<file path="config.mk">
export PLATFORM = sky130hd
export DESIGN_NAME = mcu_irq_unit
export DESIGN_NICKNAME = d
export VERILOG_FILES = /design/src/rtl/mic_pkg.sv /design/src/rtl/mic_regs.sv /design/src/rtl/mic_prio.sv /design/src/rtl/mic_seq.sv /design/src/rtl/mcu_irq_unit.sv
export SDC_FILE = /design/constraint.sdc
export NUM_CORES = 1
export LEC_CHECK = 0
export BUFFER_PORTS_ARGS = -buffer_cell sky130_fd_sc_hd__buf_2
export CAP_MARGIN = 10
export CORE_ASPECT_RATIO = 0.5
export CORE_MARGIN = 4
export CORE_UTILIZATION = 44
export DETAILED_ROUTE_END_ITERATION = 16
export PLACE_DENSITY_LB_ADDON = 0.3
export SLEW_MARGIN = 10
export SYNTH_ARGS = -nofsm -noshare
export SYNTH_HDL_FRONTEND = slang
export SYNTH_SLANG_ARGS = --single-unit
export TNS_END_PERCENT = 5
</file>
<file path="constraint.sdc">
create_clock -name clk_i -period 1.89 [get_ports clk_i]
set_input_delay 0.189 -clock clk_i [delete_from_list [all_inputs] [get_ports clk_i]]
set_output_delay 0.189 -clock clk_i [all_outputs]
set_load 0.03 [all_outputs]
</file>
<file path="src/rtl/mic_pkg.sv">
package mic_pkg;
  localparam int NSRC  = 7;
  localparam int N_HI  = 4;
  localparam int IDX_W = $clog2(NSRC);

  typedef enum logic [2:0] {
    ST_IDLE, ST_CLRF, ST_PCH, ST_PCL, ST_PSW, ST_VLO, ST_VHI, ST_LOAD
  } seq_st_e;
endpackage

</file>
<file path="src/rtl/mic_regs.sv">
module mic_regs
  import mic_pkg::*;
#(
  parameter int             AW       = 8,
  parameter int             DW       = 8,
  parameter logic [AW-1:0]  ADDR_ENH = 8'hE2,
  parameter logic [AW-1:0]  ADDR_ENL = 8'hE3,
  parameter logic [AW-1:0]  ADDR_FLH = 8'hE4,
  parameter logic [AW-1:0]  ADDR_FLL = 8'hE5
) (
  input  logic             clk_i,
  input  logic             rst_ni,
  input  logic             wr_i,
  input  logic [AW-1:0]    addr_i,
  input  logic [DW-1:0]    wdata_i,
  output logic [DW-1:0]    rdata_o,
  input  logic [NSRC-1:0]  evt_i,
  input  logic             clr_i,
  input  logic [IDX_W-1:0] clr_idx_i,
  output logic [NSRC-1:0]  en_o,
  output logic [NSRC-1:0]  flag_o
);
  logic [NSRC-1:0] en_q, flag_q;
  logic [DW-1:0]   rd_enh, rd_enl, rd_flh, rd_fll;

  always_ff @(posedge clk_i or negedge rst_ni) begin
    if (!rst_ni) begin
      en_q   <= '0;
      flag_q <= '0;
    end else begin
      for (int i = 0; i < NSRC; i++) begin
        if (i < N_HI) begin
          if (wr_i && addr_i == ADDR_ENH) en_q[i] <= wdata_i[DW-1-i];
        end else begin
          if (wr_i && addr_i == ADDR_ENL) en_q[i] <= wdata_i[DW-1-(i-N_HI)];
        end
        // hardware set has the last word so no event is lost
        if (evt_i[i])
          flag_q[i] <= 1'b1;
        else if (clr_i && clr_idx_i == IDX_W'(i))
          flag_q[i] <= 1'b0;
        else if (i < N_HI && wr_i && addr_i == ADDR_FLH)
          flag_q[i] <= wdata_i[DW-1-i];
        else if (i >= N_HI && wr_i && addr_i == ADDR_FLL)
          flag_q[i] <= wdata_i[DW-1-(i-N_HI)];
      end
    end
  end

  always_comb begin
    rd_enh = '0;
    rd_enl = '0;
    rd_flh = '0;
    rd_fll = '0;
    for (int i = 0; i < NSRC; i++) begin
      if (i < N_HI) begin
        rd_enh[DW-1-i] = en_q[i];
        rd_flh[DW-1-i] = flag_q[i];
      end else begin
        rd_enl[DW-1-(i-N_HI)] = en_q[i];
        rd_fll[DW-1-(i-N_HI)] = flag_q[i];
      end
    end
  end

  always_comb begin
    unique case (addr_i)
      ADDR_ENH: rdata_o = rd_enh;
      ADDR_ENL: rdata_o = rd_enl;
      ADDR_FLH: rdata_o = rd_flh;
      ADDR_FLL: rdata_o = rd_fll;
      default:  rdata_o = '0;
    endcase
  end

  assign en_o   = en_q;
  assign flag_o = flag_q;
endmodule

</file>
<file path="src/rtl/mic_prio.sv">
module mic_prio
  import mic_pkg::*;
(
  input  logic [NSRC-1:0]  req_i,
  output logic             any_o,
  output logic [IDX_W-1:0] idx_o
);
  // scan downward so the lowest index wins
  always_comb begin
    idx_o = '0;
    for (int i = NSRC - 1; i >= 0; i--) begin
      if (req_i[i]) idx_o = IDX_W'(i);
    end
  end

  assign any_o = |req_i;
endmodule

</file>
<file path="src/rtl/mic_seq.sv">
module mic_seq
  import mic_pkg::*;
#(
  parameter int              DW        = 8,
  parameter int              PC_W      = 16,
  parameter logic [PC_W-1:0] VEC_BASE  = 16'hFFE0,
  parameter int              IFLAG_BIT = 2
) (
  input  logic             clk_i,
  input  logic             rst_ni,
  input  logic             insn_done_i,
  input  logic             any_i,
  input  logic [IDX_W-1:0] idx_i,
  input  logic [PC_W-1:0]  pc_i,
  input  logic [DW-1:0]    psw_i,
  input  logic [DW-1:0]    sp_i,
  input  logic             reti_i,
  input  logic [DW-1:0]    reti_psw_i,
  input  logic [DW-1:0]    vec_data_i,
  output logic             busy_o,
  output logic             i_flag_o,
  output logic             clr_o,
  output logic [IDX_W-1:0] clr_idx_o,
  output logic             stk_we_o,
  output logic [DW-1:0]    stk_addr_o,
  output logic [DW-1:0]    stk_wdata_o,
  output logic [DW-1:0]    sp_o,
  output logic             vec_rd_o,
  output logic [PC_W-1:0]  vec_addr_o,
  output logic             pc_load_o,
  output logic [PC_W-1:0]  pc_new_o
);
  localparam logic [DW-1:0] IMASK = DW'(1) << IFLAG_BIT;

  seq_st_e          st_q;
  logic             i_flag_q;
  logic [IDX_W-1:0] idx_q;
  logic [PC_W-1:0]  pc_q;
  logic [DW-1:0]    psw_q, sp_q, vec_lo_q, vec_hi_q;
  logic             accept;

  assign accept = (st_q == ST_IDLE) && insn_done_i && any_i && i_flag_q && !reti_i;

  always_ff @(posedge clk_i or negedge rst_ni) begin
    if (!rst_ni) begin
      st_q     <= ST_IDLE;
      i_flag_q <= 1'b0;
      idx_q    <= '0;
      pc_q     <= '0;
      psw_q    <= '0;
      sp_q     <= '0;
      vec_lo_q <= '0;
      vec_hi_q <= '0;
    end else begin
      unique case (st_q)
        ST_IDLE: begin
          if (accept) begin
            st_q     <= ST_CLRF;
            i_flag_q <= 1'b0;
            idx_q    <= idx_i;
            pc_q     <= pc_i;
            psw_q    <= psw_i | IMASK;
            sp_q     <= sp_i;
          end else if (reti_i) begin
            i_flag_q <= reti_psw_i[IFLAG_BIT];
          end
        end
        ST_CLRF: st_q <= ST_PCH;
        ST_PCH: begin
          st_q <= ST_PCL;
          sp_q <= sp_q - DW'(1);
        end
        ST_PCL: begin
          st_q <= ST_PSW;
          sp_q <= sp_q - DW'(1);
        end
        ST_PSW: begin
          st_q <= ST_VLO;
          sp_q <= sp_q - DW'(1);
        end
        ST_VLO: begin
          st_q     <= ST_VHI;
          vec_lo_q <= vec_data_i;
        end
        ST_VHI: begin
          st_q     <= ST_LOAD;
          vec_hi_q <= vec_data_i;
        end
        ST_LOAD: st_q <= ST_IDLE;
        default: st_q <= ST_IDLE;
      endcase
    end
  end

  always_comb begin
    unique case (st_q)
      ST_PCH:  stk_wdata_o = pc_q[PC_W-1:DW];
      ST_PCL:  stk_wdata_o = pc_q[DW-1:0];
      ST_PSW:  stk_wdata_o = psw_q;
      default: stk_wdata_o = '0;
    endcase
  end

  assign busy_o     = (st_q != ST_IDLE);
  assign i_flag_o   = i_flag_q;
  assign clr_o      = (st_q == ST_CLRF);
  assign clr_idx_o  = idx_q;
  assign stk_we_o   = (st_q == ST_PCH) || (st_q == ST_PCL) || (st_q == ST_PSW);
  assign stk_addr_o = sp_q;
  assign sp_o       = sp_q;
  assign vec_rd_o   = (st_q == ST_VLO) || (st_q == ST_VHI);
  assign vec_addr_o = VEC_BASE + PC_W'({idx_q, 1'b0}) + PC_W'(st_q == ST_VHI);
  assign pc_load_o  = (st_q == ST_LOAD);
  assign pc_new_o   = {vec_hi_q, vec_lo_q};
endmodule

</file>
<file path="src/rtl/mcu_irq_unit.sv">
module mcu_irq_unit
  import mic_pkg::*;
#(
  parameter int                 AW        = 8,
  parameter int                 DW        = 8,
  parameter logic [AW-1:0]      ADDR_ENH  = 8'hE2,
  parameter logic [AW-1:0]      ADDR_ENL  = 8'hE3,
  parameter logic [AW-1:0]      ADDR_FLH  = 8'hE4,
  parameter logic [AW-1:0]      ADDR_FLL  = 8'hE5,
  parameter logic [2*DW-1:0]    VEC_BASE  = 16'hFFE0,
  parameter int                 IFLAG_BIT = 2
) (
  input  logic              clk_i,
  input  logic              rst_ni,
  input  logic              reg_wr_i,
  input  logic [AW-1:0]     reg_addr_i,
  input  logic [DW-1:0]     reg_wdata_i,
  output logic [DW-1:0]     reg_rdata_o,
  input  logic [NSRC-1:0]   src_evt_i,
  input  logic              insn_done_i,
  input  logic [2*DW-1:0]   pc_i,
  input  logic [DW-1:0]     psw_i,
  input  logic [DW-1:0]     sp_i,
  input  logic              reti_i,
  input  logic [DW-1:0]     reti_psw_i,
  output logic              i_flag_o,
  output logic              busy_o,
  output logic              stk_we_o,
  output logic [DW-1:0]     stk_addr_o,
  output logic [DW-1:0]     stk_wdata_o,
  output logic [DW-1:0]     sp_o,
  output logic              vec_rd_o,
  output logic [2*DW-1:0]   vec_addr_o,
  input  logic [DW-1:0]     vec_data_i,
  output logic              pc_load_o,
  output logic [2*DW-1:0]   pc_new_o
);
  localparam int PC_W = 2 * DW;

  logic [NSRC-1:0]  en, flag;
  logic             any;
  logic [IDX_W-1:0] win_idx, clr_idx;
  logic             clr;

  mic_regs #(
    .AW(AW), .DW(DW),
    .ADDR_ENH(ADDR_ENH), .ADDR_ENL(ADDR_ENL),
    .ADDR_FLH(ADDR_FLH), .ADDR_FLL(ADDR_FLL)
  ) u_regs (
    .clk_i     (clk_i),
    .rst_ni    (rst_ni),
    .wr_i      (reg_wr_i),
    .addr_i    (reg_addr_i),
    .wdata_i   (reg_wdata_i),
    .rdata_o   (reg_rdata_o),
    .evt_i     (src_evt_i),
    .clr_i     (clr),
    .clr_idx_i (clr_idx),
    .en_o      (en),
    .flag_o    (flag)
  );

  mic_prio u_prio (
    .req_i (flag & en),
    .any_o (any),
    .idx_o (win_idx)
  );

  mic_seq #(
    .DW(DW), .PC_W(PC_W), .VEC_BASE(VEC_BASE), .IFLAG_BIT(IFLAG_BIT)
  ) u_seq (
    .clk_i       (clk_i),
    .rst_ni      (rst_ni),
    .insn_done_i (insn_done_i),
    .any_i       (any),
    .idx_i       (win_idx),
    .pc_i        (pc_i),
    .psw_i       (psw_i),
    .sp_i        (sp_i),
    .reti_i      (reti_i),
    .reti_psw_i  (reti_psw_i),
    .vec_data_i  (vec_data_i),
    .busy_o      (busy_o),
    .i_flag_o    (i_flag_o),
    .clr_o       (clr),
    .clr_idx_o   (clr_idx),
    .stk_we_o    (stk_we_o),
    .stk_addr_o  (stk_addr_o),
    .stk_wdata_o (stk_wdata_o),
    .sp_o        (sp_o),
    .vec_rd_o    (vec_rd_o),
    .vec_addr_o  (vec_addr_o),
    .pc_load_o   (pc_load_o),
    .pc_new_o    (pc_new_o)
  );
endmodule

</file>
==> flow_metrics.py, run 1 <==
metrics = {
    "hold_path": {
        "hold_class": "in2reg",
        "holdPathStages": 2,
    },
    "cts": {
        "cts_buffer_depth": 2,
        "cts_sinks": 69,
        "cts_tree": "built",
        "numCtsBuffers": 9,
        "htreeDepth": 3,
        "path_clk_slew_ns": 0.05,
        "cts_root_buffer": "clkbuf_16",
        "clk-insertion-delay-late_ns": 0.32,
    },
    "pwr": {
        "total_power_mw": 7.02,
        "p_leak_nw": 2.36,
        "p_per_area_nw_per_um2": 1480,
        "irDropWorstVdd_uv": 1000,
    },
    "outcome": {
        "run_status": "completed",
    },
    "global_routing": {
        "antenna_found_initial": 0,
        "grt_first_pass_wirelength_um": 13700,
        "grt_max_degree": 70,
        "grt_pass1_vias": 2811,
        "grt.total_usage_pct": 17.7,
        "grt_overflow": 0,
    },
    "critical_path": {
        "start_kind": "flip-flop",
        "worstSetupEndpointType": "flip-flop",
        "ff2ff_path_depth": 6,
        "cp_data_arrival_time_ns": 2.03,
        "critPathKind": "reg2reg",
        "crit_fanout": 12,
        "required_ns": 2.10,
    },
    "sta": {
        "finalSetupViolations": 0,
        "fin_crit_ns": 1.82,
        "fmax_ghz": 0.550,
        "rsz0062_at_grt": "true",
        "min_period_over_period_pct": 96.2,
        "setup_tns_ns": 0,
        "hold_violations": 0,
        "drv_slew": 0,
        "setup_ws_ns": 0.0727,
        "finClkSkew_ns": 0.00392,
    },
    "logic_synthesis": {
        "synthArstFlopShare_pct": 100,
        "yosys_warnings": 0,
        "avgSynthCellArea_um2": 11.2,
        "synth_seq_area_share_pct": 47.3,
        "synth_edf_count": 0,
        "synth_area_um2": 3650,
        "synth-seq-cells": 69,
        "ys_types": 54,
        "syn-instance-count": 325,
        "ys.flop_type": "dfrtp_1",
    },
    "floorplanning": {
        "dieArea_um2": 9910,
        "ios": 145,
        "chipHeight_um": 72.4,
        "rows": 23,
        "fp.coreArea_um2": 8030,
        "die_width_um": 137,
        "initial_core_util_pct": 45.5,
    },
    "place": {
        "dp.final_hpwl_um": 6230,
        "place.gp.congestion": 0.853,
        "post-place-ws_ns": 0.0363,
        "port_buffers": 116,
    },
    "job": {
        "drv_cap": 0,
    },
    "final_layout": {
        "syn_to_final_growth_pct": 29.7,
        "nFillCells": 709,
        "regArea_um2": 1730,
        "nets": 536,
        "drive_gt1_share_pct": 46.3,
        "multi_input_area_um2": 1720,
        "antenna_cells": 0,
    },
    "route": {
        "viasPerCell": 4.84,
        "wl_per_cell_um": 14.8,
        "drc_errors": 0,
        "num_vias": 2789,
        "drt_iter0_drc": 144,
        "dr.pass1.iters": 4,
        "wl_um": 8550,
        "antenna_left": 0,
    },
}
-- where the power goes --
group | switching [mW] | internal (mW)
combinational | 1.85 | 1.21
sequential | 0.385 | 1.95
clock | 0.607 | 1.01
-- state kept, by name (all words and copies together), names as in the netlist --
signal           flops
u_seq.st_q           3
u_seq.psw_q          8
u_seq.i_flag_o       1
u_regs.flag_o        7
u_seq.vec_hi_q       8
u_seq.pc_q          16
u_seq.sp_o           8
u_regs.en_o          7
u_seq.vec_lo_q       8
u_seq.clr_idx_o      3
-- path summary, 6_finish.rpt --
| path | start | to | slack [ns] |
|---|---|---|---|
| max in group asynchronous | rst_ni | u_seq.pc_q[7]$_DFFE_PN0P_ | 1.16 |
| max reg2reg | u_regs.flag_o[3]$_DFFE_PN0P_ | u_seq.psw_q[5]$_DFFE_PN0P_ | 0.07 |
| max | u_regs.flag_o[3]$_DFFE_PN0P_ | u_seq.psw_q[5]$_DFFE_PN0P_ | 0.07 |
| min | src_evt_i[4] | u_regs.flag_o[4]$_DFFE_PN0P_ | 0.06 |
| min in group asynchronous | rst_ni | u_regs.en_o[6]$_DFFE_PN0P_ | 0.41 |
| min reg2reg | u_seq.psw_q[2]$_DFFE_PN0P_ | u_seq.psw_q[2]$_DFFE_PN0P_ | 0.46 |
-- worst max-delay path, cell delays in order (launching register included) --
cell	delay [ns]
dfrtp_2	0.42
a222oi_1	0.36
buf_4	0.21
a311oi_4	0.08
buf_6	0.15
clkbuf_16	0.18
mux2_4	0.30
-- per-layer routing --
metal  share of wire, %  vias up  routed length [µm]  GRT usage (%)
met5                  0        -                   0              0
met3                7.4        8                 636           5.61
met4               0.92        0                  79           4.65
met1                 44     1333                3800           23.4
li1                   -     1362                   -              -
met2                 47       86                4040           28.4
-- Yosys cell counts, types with 3 or more instances --
master	instances	share of area [%]
o21bai_1	7	1.4
nand3_1	6	0.82
a22oi_1	3	0.62
a21oi_1	5	0.69
mux2_2	15	4.6
inv_1	7	0.72
buf_4	26	5.3
mux2i_1	21	5.8
mux2_4	23	9.5
nand2_1	51	5.2
nor2b_1	3	0.51
dfrtp_1	69	47
buf_6	3	0.92
o221a_2	4	1.2
o22ai_1	3	0.51
xnor2_1	6	1.4
o21ai_0	9	1.2
nor3_1	4	0.55
nand3b_1	5	1.0
nor2_1	14	1.4
-- layout make-up --
type / count / share of cell area [%]
multi-input combinational: 229 / 36.3
inverter: 9 / 0.713
timing repair buffer: 141 / 17.4
tap: 112 / 2.96
clock inverter: 7 / 1.40
sequential: 69 / 36.5
clock buffer: 9 / 4.75
-- metrics by stage --
stage          instances  util, %  cell area, µm²  hold slack [ns]
4_1_cts              571     58.1            4670           0.0412
5_1_grt              576     59.0            4740           0.0464
3_5_place_dp         554     54.3            4360            0.245
6_report             576     59.0            4740           0.0566
2_1_floorplan        339        -            3700           -0.107
3_3_place_gp         554     54.3            4360            0.241
-- cell usage in the layout, fill, tap and decap left out, drive strengths merged, types with 7 or more instances in the layout --
master    n
conb     16
o21bai    7
mux2i    21
inv       8
mux2     38
dfrtp    69
buf     139
nand2    51
o21ai     9
clkbuf   10
nor2     14
-- kinds of logic after synthesis --
| logic type | after synthesis | synth area share [%] |
|---|---|---|
| simple gates | 102 | 14.2 |
| flops | 69 | 47.3 |
| xor+xnor | 7 | 1.68 |
| fa+ha+maj | 1 | 0.343 |
| other cells | 2 | 0.206 |
| buf+inv | 41 | 7.54 |
| mux | 59 | 19.8 |
| compound gates | 44 | 8.91 |
-- what timing repair did --
action / in CTS / in global routing
pin swaps: 0 / 3
gates cloned: 0 / 1
gates resized for setup: 1 / 7
hold buffers: 1 / 0
hold endpoints to repair: 69 / 0
endpoints found under the setup margin: 1 / 36
buffers inserted: 0 / 4
No activity file was read; power rests on OpenSTA's default activity.
==> run 2, diff against run 1 <==
RECOVER_POWER = 50   (was default)
==> flow_metrics.py, run 2 (synthesized netlist as in run 1, its figures left out) <==
metrics = {
    "cts": {
        "cts_tree": "built",
        "cts_buffer_depth": 2,
        "path_clk_slew_ns": 0.06,
        "clk-insertion-delay-late_ns": 0.32,
        "cts_root_buffer": "clkbuf_16",
        "htreeDepth": 3,
        "cts_sinks": 69,
        "numCtsBuffers": 9,
    },
    "final_layout": {
        "regMostFlops": "u_seq.pc_q",
        "syn_to_final_growth_pct": 28.8,
        "stdcell_count": 576,
        "nFillCells": 716,
        "nets": 536,
        "final_cell_mix": "buf_2 (99), dfrtp_1 (66), nand2_1 (51)",
        "drive_gt1_share_pct": 42.9,
        "largest_reg_flops": 16,
        "antenna_cells": 0,
        "final_common_cell": "buf_2",
    },
    "sta": {
        "finClkSkew_ns": 0.00379,
        "finalSetupViolations": 0,
        "fmax_ghz": 0.550,
        "maxSlewHeadroom_pct": 36.8,
        "rsz0062_at_grt": "true",
        "fin_crit_ns": 1.82,
        "hold_violations": 0,
        "tightest_slew_ns": 0.949,
        "drv_slew": 0,
        "setup_tns_ns": 0,
        "min_period_over_period_pct": 96.1,
    },
    "critical_path": {
        "regToRegStartpoint": "u_regs.flag_o[3]$_DFFE_PN0P_",
        "cp_data_arrival_time_ns": 2.03,
        "required_ns": 2.10,
        "start_kind": "flip-flop",
        "r2r_setup_slack_ns": 0.07,
        "ff2ff_path_depth": 6,
        "r2r-end": "u_seq.psw_q[5]$_DFFE_PN0P_",
        "crit_fanout": 12,
        "cp-endpoint": "u_seq.psw_q[5]$_DFFE_PN0P_",
        "crit_start": "u_regs.flag_o[3]$_DFFE_PN0P_",
        "critPathKind": "reg2reg",
        "worstSetupEndpointType": "flip-flop",
    },
    "route": {
        "dr.pass1.iters": 4,
        "viasPerCell": 4.83,
        "antenna_left": 0,
        "wl_per_cell_um": 14.9,
        "wl_um": 8580,
        "num_vias": 2782,
        "drc_errors": 0,
        "drt_iter0_drc": 135,
    },
    "global_routing": {
        "grt_overflow": 0,
        "grt.total_usage_pct": 17.7,
        "antenna_found_initial": 0,
        "grt_first_pass_wirelength_um": 13700,
        "grt_max_degree": 70,
        "grt_pass1_vias": 2811,
    },
    "floorplanning": {
        "initial_core_util_pct": 45.5,
        "ios": 145,
        "dieArea_um2": 9910,
        "die_width_um": 137,
        "chipHeight_um": 72.4,
        "fp.coreArea_um2": 8030,
        "rows": 23,
    },
    "hold_path": {
        "hold_class": "in2reg",
    },
    "place": {
        "dp.final_hpwl_um": 6230,
        "dp.cells": 554,
        "port_buffers": 116,
        "place.gp.congestion": 0.853,
    },
    "pwr": {
        "total_power_mw": 6.97,
        "irDropWorstVdd_uv": 973,
        "p_leak_nw": 2.30,
        "p_per_area_nw_per_um2": 1480,
    },
    "outcome": {
        "run_status": "completed",
    },
    "job": {
        "drv_cap": 0,
    },
}
[run 2: area by class of cell]
type	instances	area, µm²	share of cell area (%)
flip-flops and latches	69	1730	36.8
multi-input cells	229	1720	36.5
repair buffers	141	791	16.8
clock buffers	9	225	4.79
well taps	112	140	2.98
clock inverters	7	66.3	1.41
inverters	9	33.8	0.718
[run 2: critical path, cell delays in order (launching register included)]
cell,delay [ns]
dfrtp_2,0.42
a222oi_1,0.36
buf_4,0.21
a311oi_4,0.08
buf_6,0.15
clkbuf_16,0.18
mux2_4,0.30
[run 2: how the worst min path moves through the flow]
| stage | from | end | slack (ns) | cells after the start |
|---|---|---|---|---|
| floorplan | rst_ni | u_regs.en_o[0]$_DFFE_PN0P_ | -0.11 | 0 |
| global placement | rst_ni | u_seq.sp_o[4]$_DFFE_PN0P_ | 0.24 | 2 |
| detailed placement | rst_ni | u_regs.en_o[3]$_DFFE_PN0P_ | 0.24 | 2 |
| CTS | src_evt_i[3] | u_regs.flag_o[3]$_DFFE_PN0P_ | 0.04 | 2 |
| global route | src_evt_i[3] | u_regs.flag_o[3]$_DFFE_PN0P_ | 0.05 | 2 |
| finish | src_evt_i[4] | u_regs.flag_o[4]$_DFFE_PN0P_ | 0.06 | 2 |
[run 2: what timing repair did]
action                                 CTS  global route
setup buffers                            0             4
endpoints found under the hold margin   69             0
hold buffers                             1             0
pin swaps                                0             3
gates cloned                             0             1
resized for setup                        1             7
setup endpoints to repair                1            36
[run 2: through the flow]
stage | instance area [µm²] | utilization [%] | worst slack, ns | hold WS [ns]
after global placement | 4360 | 54.3 | 0.0583 | 0.241
after floorplan | 3700 | - | -0.0337 | -0.107
after CTS | 4670 | 58.1 | 0.0362 | 0.0412
final | 4700 | 58.6 | 0.0730 | 0.0561
after global routing | 4700 | 58.6 | -0.0194 | 0.0464
after detailed placement | 4360 | 54.3 | 0.0363 | 0.245
[run 2: metal layers]
layer | global-route usage [%] | vias up | routed length [µm]
met5 | 0 | - | 0
met2 | 28.4 | 90 | 4070
li1 | - | 1362 | -
met1 | 23.4 | 1322 | 3780
met3 | 5.61 | 8 | 655
met4 | 4.65 | 0 | 79
[run 2: power by group]
part | leakage (nW) | switching, mW | internal, mW | total (mW)
Sequential | 0.855 | 0.387 | 1.95 | 2.34
Clock | 0.145 | 0.609 | 1.01 | 1.62
Combinational | 1.30 | 1.85 | 1.16 | 3.01
==> run 3, diff against run 2 <==
==> constraint.sdc (replaced) <==
create_clock -name clk_i -period 1.89 [get_ports clk_i]
set_input_delay 0.0945 -clock clk_i [delete_from_list [all_inputs] [get_ports clk_i]]
set_output_delay 0.0945 -clock clk_i [all_outputs]
set_load 0.03 [all_outputs]
==> flow_metrics.py, run 3 (synthesized netlist as in run 1, its figures left out) <==
metrics = {
    "final_layout": {
        "regMostFlops": "u_seq.pc_q",
        "final_cell_mix": "buf_2 (89), dfrtp_1 (69), nand2_1 (51)",
        "post-route-cell-area_um2": 5020,
        "drive_gt1_share_pct": 35.7,
        "final_common_cell": "buf_2",
        "nFillCells": 682,
        "antenna_cells": 0,
        "syn_to_final_growth_pct": 37.3,
        "stdcell_count": 608,
        "nets": 569,
        "largest_reg_flops": 16,
    },
    "sta": {
        "fin_crit_ns": 1.83,
        "hold_violations": 0,
        "fmax_ghz": 0.547,
        "finClkSkew_ns": 0.00455,
        "finalSetupViolations": 0,
        "tightest_slew_ns": 0.654,
        "maxSlewHeadroom_pct": 56.4,
        "rsz0062_at_grt": "true",
        "drv_slew": 0,
        "min_period_over_period_pct": 96.7,
    },
    "route": {
        "dr.pass1.iters": 4,
        "wl_um": 8920,
        "num_vias": 2912,
        "antenna_left": 0,
        "drc_errors": 0,
        "drt_iter0_drc": 116,
        "wl_per_cell_um": 14.7,
        "viasPerCell": 4.79,
    },
    "place": {
        "dp.final_hpwl_um": 6300,
        "place.gp.congestion": 0.855,
        "postPlaceCellArea_um2": 4360,
        "port_buffers": 116,
        "dp.cells": 553,
    },
    "floorplanning": {
        "ios": 145,
        "chipHeight_um": 72.4,
        "initial_core_util_pct": 45.5,
        "rows": 23,
        "dieArea_um2": 9910,
        "fp.coreArea_um2": 8030,
        "die_width_um": 137,
    },
    "critical_path": {
        "start_kind": "flip-flop",
        "worstSetupEndpointType": "flip-flop",
        "regToRegStartpoint": "u_regs.en_o[6]$_DFFE_PN0P_",
        "critPathKind": "reg2reg",
        "crit_start": "u_regs.en_o[6]$_DFFE_PN0P_",
        "cp_data_arrival_time_ns": 2.04,
        "crit_fanout": 7,
        "required_ns": 2.10,
    },
    "cts": {
        "cts_setup_buffers": 0,
        "numCtsBuffers": 9,
        "cts_buffer_depth": 2,
        "cts_root_buffer": "clkbuf_16",
        "path_clk_slew_ns": 0.05,
        "cts_sinks": 69,
        "cts_tree": "built",
        "clk-insertion-delay-late_ns": 0.33,
        "htreeDepth": 3,
    },
    "global_routing": {
        "grt_pass1_vias": 2872,
        "grt_first_pass_wirelength_um": 14200,
        "grt.total_usage_pct": 18.5,
        "grt_overflow": 0,
        "grt_max_degree": 44,
        "antenna_found_initial": 0,
    },
    "pwr": {
        "clkPwrFrac_pct": 23.4,
        "sw_frac_of_total_pct": 40.3,
        "p_leak_nw": 2.40,
        "irDropWorstVdd_uv": 960,
        "pwr-share-seq_pct": 33.2,
        "power.switching_mw": 2.84,
        "p_per_area_nw_per_um2": 1410,
        "comb_power_share_pct": 43.4,
        "p_int_mw": 4.21,
    },
    "job": {
        "drv_cap": 0,
    },
    "hold_path": {
        "hold_class": "in2reg",
        "min_from": "pc_i[6]",
    },
    "outcome": {
        "run_status": "completed",
    },
}
[run 3: cell count changes in the layout (fill, tap and decap cells not counted), sizes merged]
cell | previous run | this run
buf | 122 | 106
clkbuf | 27 | 42
dlygate4sd3 | 1 | 40
clkinv | 6 | 0
[run 3: area by class of cell]
cell class                 instances  area (µm²)  share of cell area, %
sequential                        69        1730                   34.4
timing repair buffer             174        1100                   21.9
tap                              112         140                   2.79
multi-input combinational        229        1720                   34.2
clock inverter                     1        30.0                  0.599
inverter                           9        37.5                  0.748
clock buffer                      14         264                   5.26
[run 3: worst paths after layout]
path | end | slack (ns) | cells past startpoint
hold reg to reg | u_seq.psw_q[2]$_DFFE_PN0P_ | 0.47 | 1
max in group asynchronous | u_seq.psw_q[3]$_DFFE_PN0P_ | 0.48 | 3
hold / removal | u_seq.pc_q[6]$_DFFE_PN0P_ | 0.02 | 2
min in group asynchronous | u_regs.en_o[2]$_DFFE_PN0P_ | 0.33 | 2
setup / recovery | u_seq.sp_o[4]$_DFFE_PN0P_ | 0.06 | 5
setup reg to reg | u_seq.sp_o[4]$_DFFE_PN0P_ | 0.06 | 5
[run 3: timing repair]
action	4_1_cts	5_1_grt
hold buffers	40	0
resized for setup	1	3
endpoints found under the hold margin	70	0
endpoints found under the setup margin	1	7
[run 3: per-layer routing]
metal | vias up | routed length, µm | track usage (%)
met1 | 1393 | 3980 | 23.9
met5 | - | 0 | 0
li1 | 1434 | - | -
met3 | 7 | 438 | 5.47
met2 | 78 | 4410 | 30.9
met4 | 0 | 86 | 4.98
[run 3: through the flow]
| step | hold slack, ns | util (%) | TNS (ns) | power [mW] | setup WS, ns |
|---|---|---|---|---|---|
| 4_1_cts | 0.0106 | 62.9 | 0 | 7.18 | 0.0188 |
| 6_report | 0.0180 | 62.5 | 0 | 7.05 | 0.0618 |
| 3_5_place_dp | 0.145 | 54.2 | 0 | 5.40 | 0.0497 |
| 5_1_grt | 0.00883 | 62.5 | -0.00688 | 7.46 | -0.00688 |
| 3_3_place_gp | 0.150 | 54.2 | 0 | 5.34 | 0.0951 |
| 2_1_floorplan | -0.201 | - | 0 | 4.54 | 0.0235 |
[run 3: power by group through the flow]
stage,sequential (mW),combinational (mW),clock (mW)
final,2.34,3.06,1.65
after global routing,2.40,3.31,1.75
after CTS,2.32,3.15,1.71
after detailed placement,2.33,3.07,0
after global placement,2.33,3.01,0
after floorplan,2.76,1.78,0
[run 3: critical path, stage by stage, from the launching register on]
cell      delay (ns)
dfrtp_1         0.39
a222oi_1        0.40
buf_4           0.21
a31oi_1         0.14
a21o_2          0.31
o221a_2         0.26
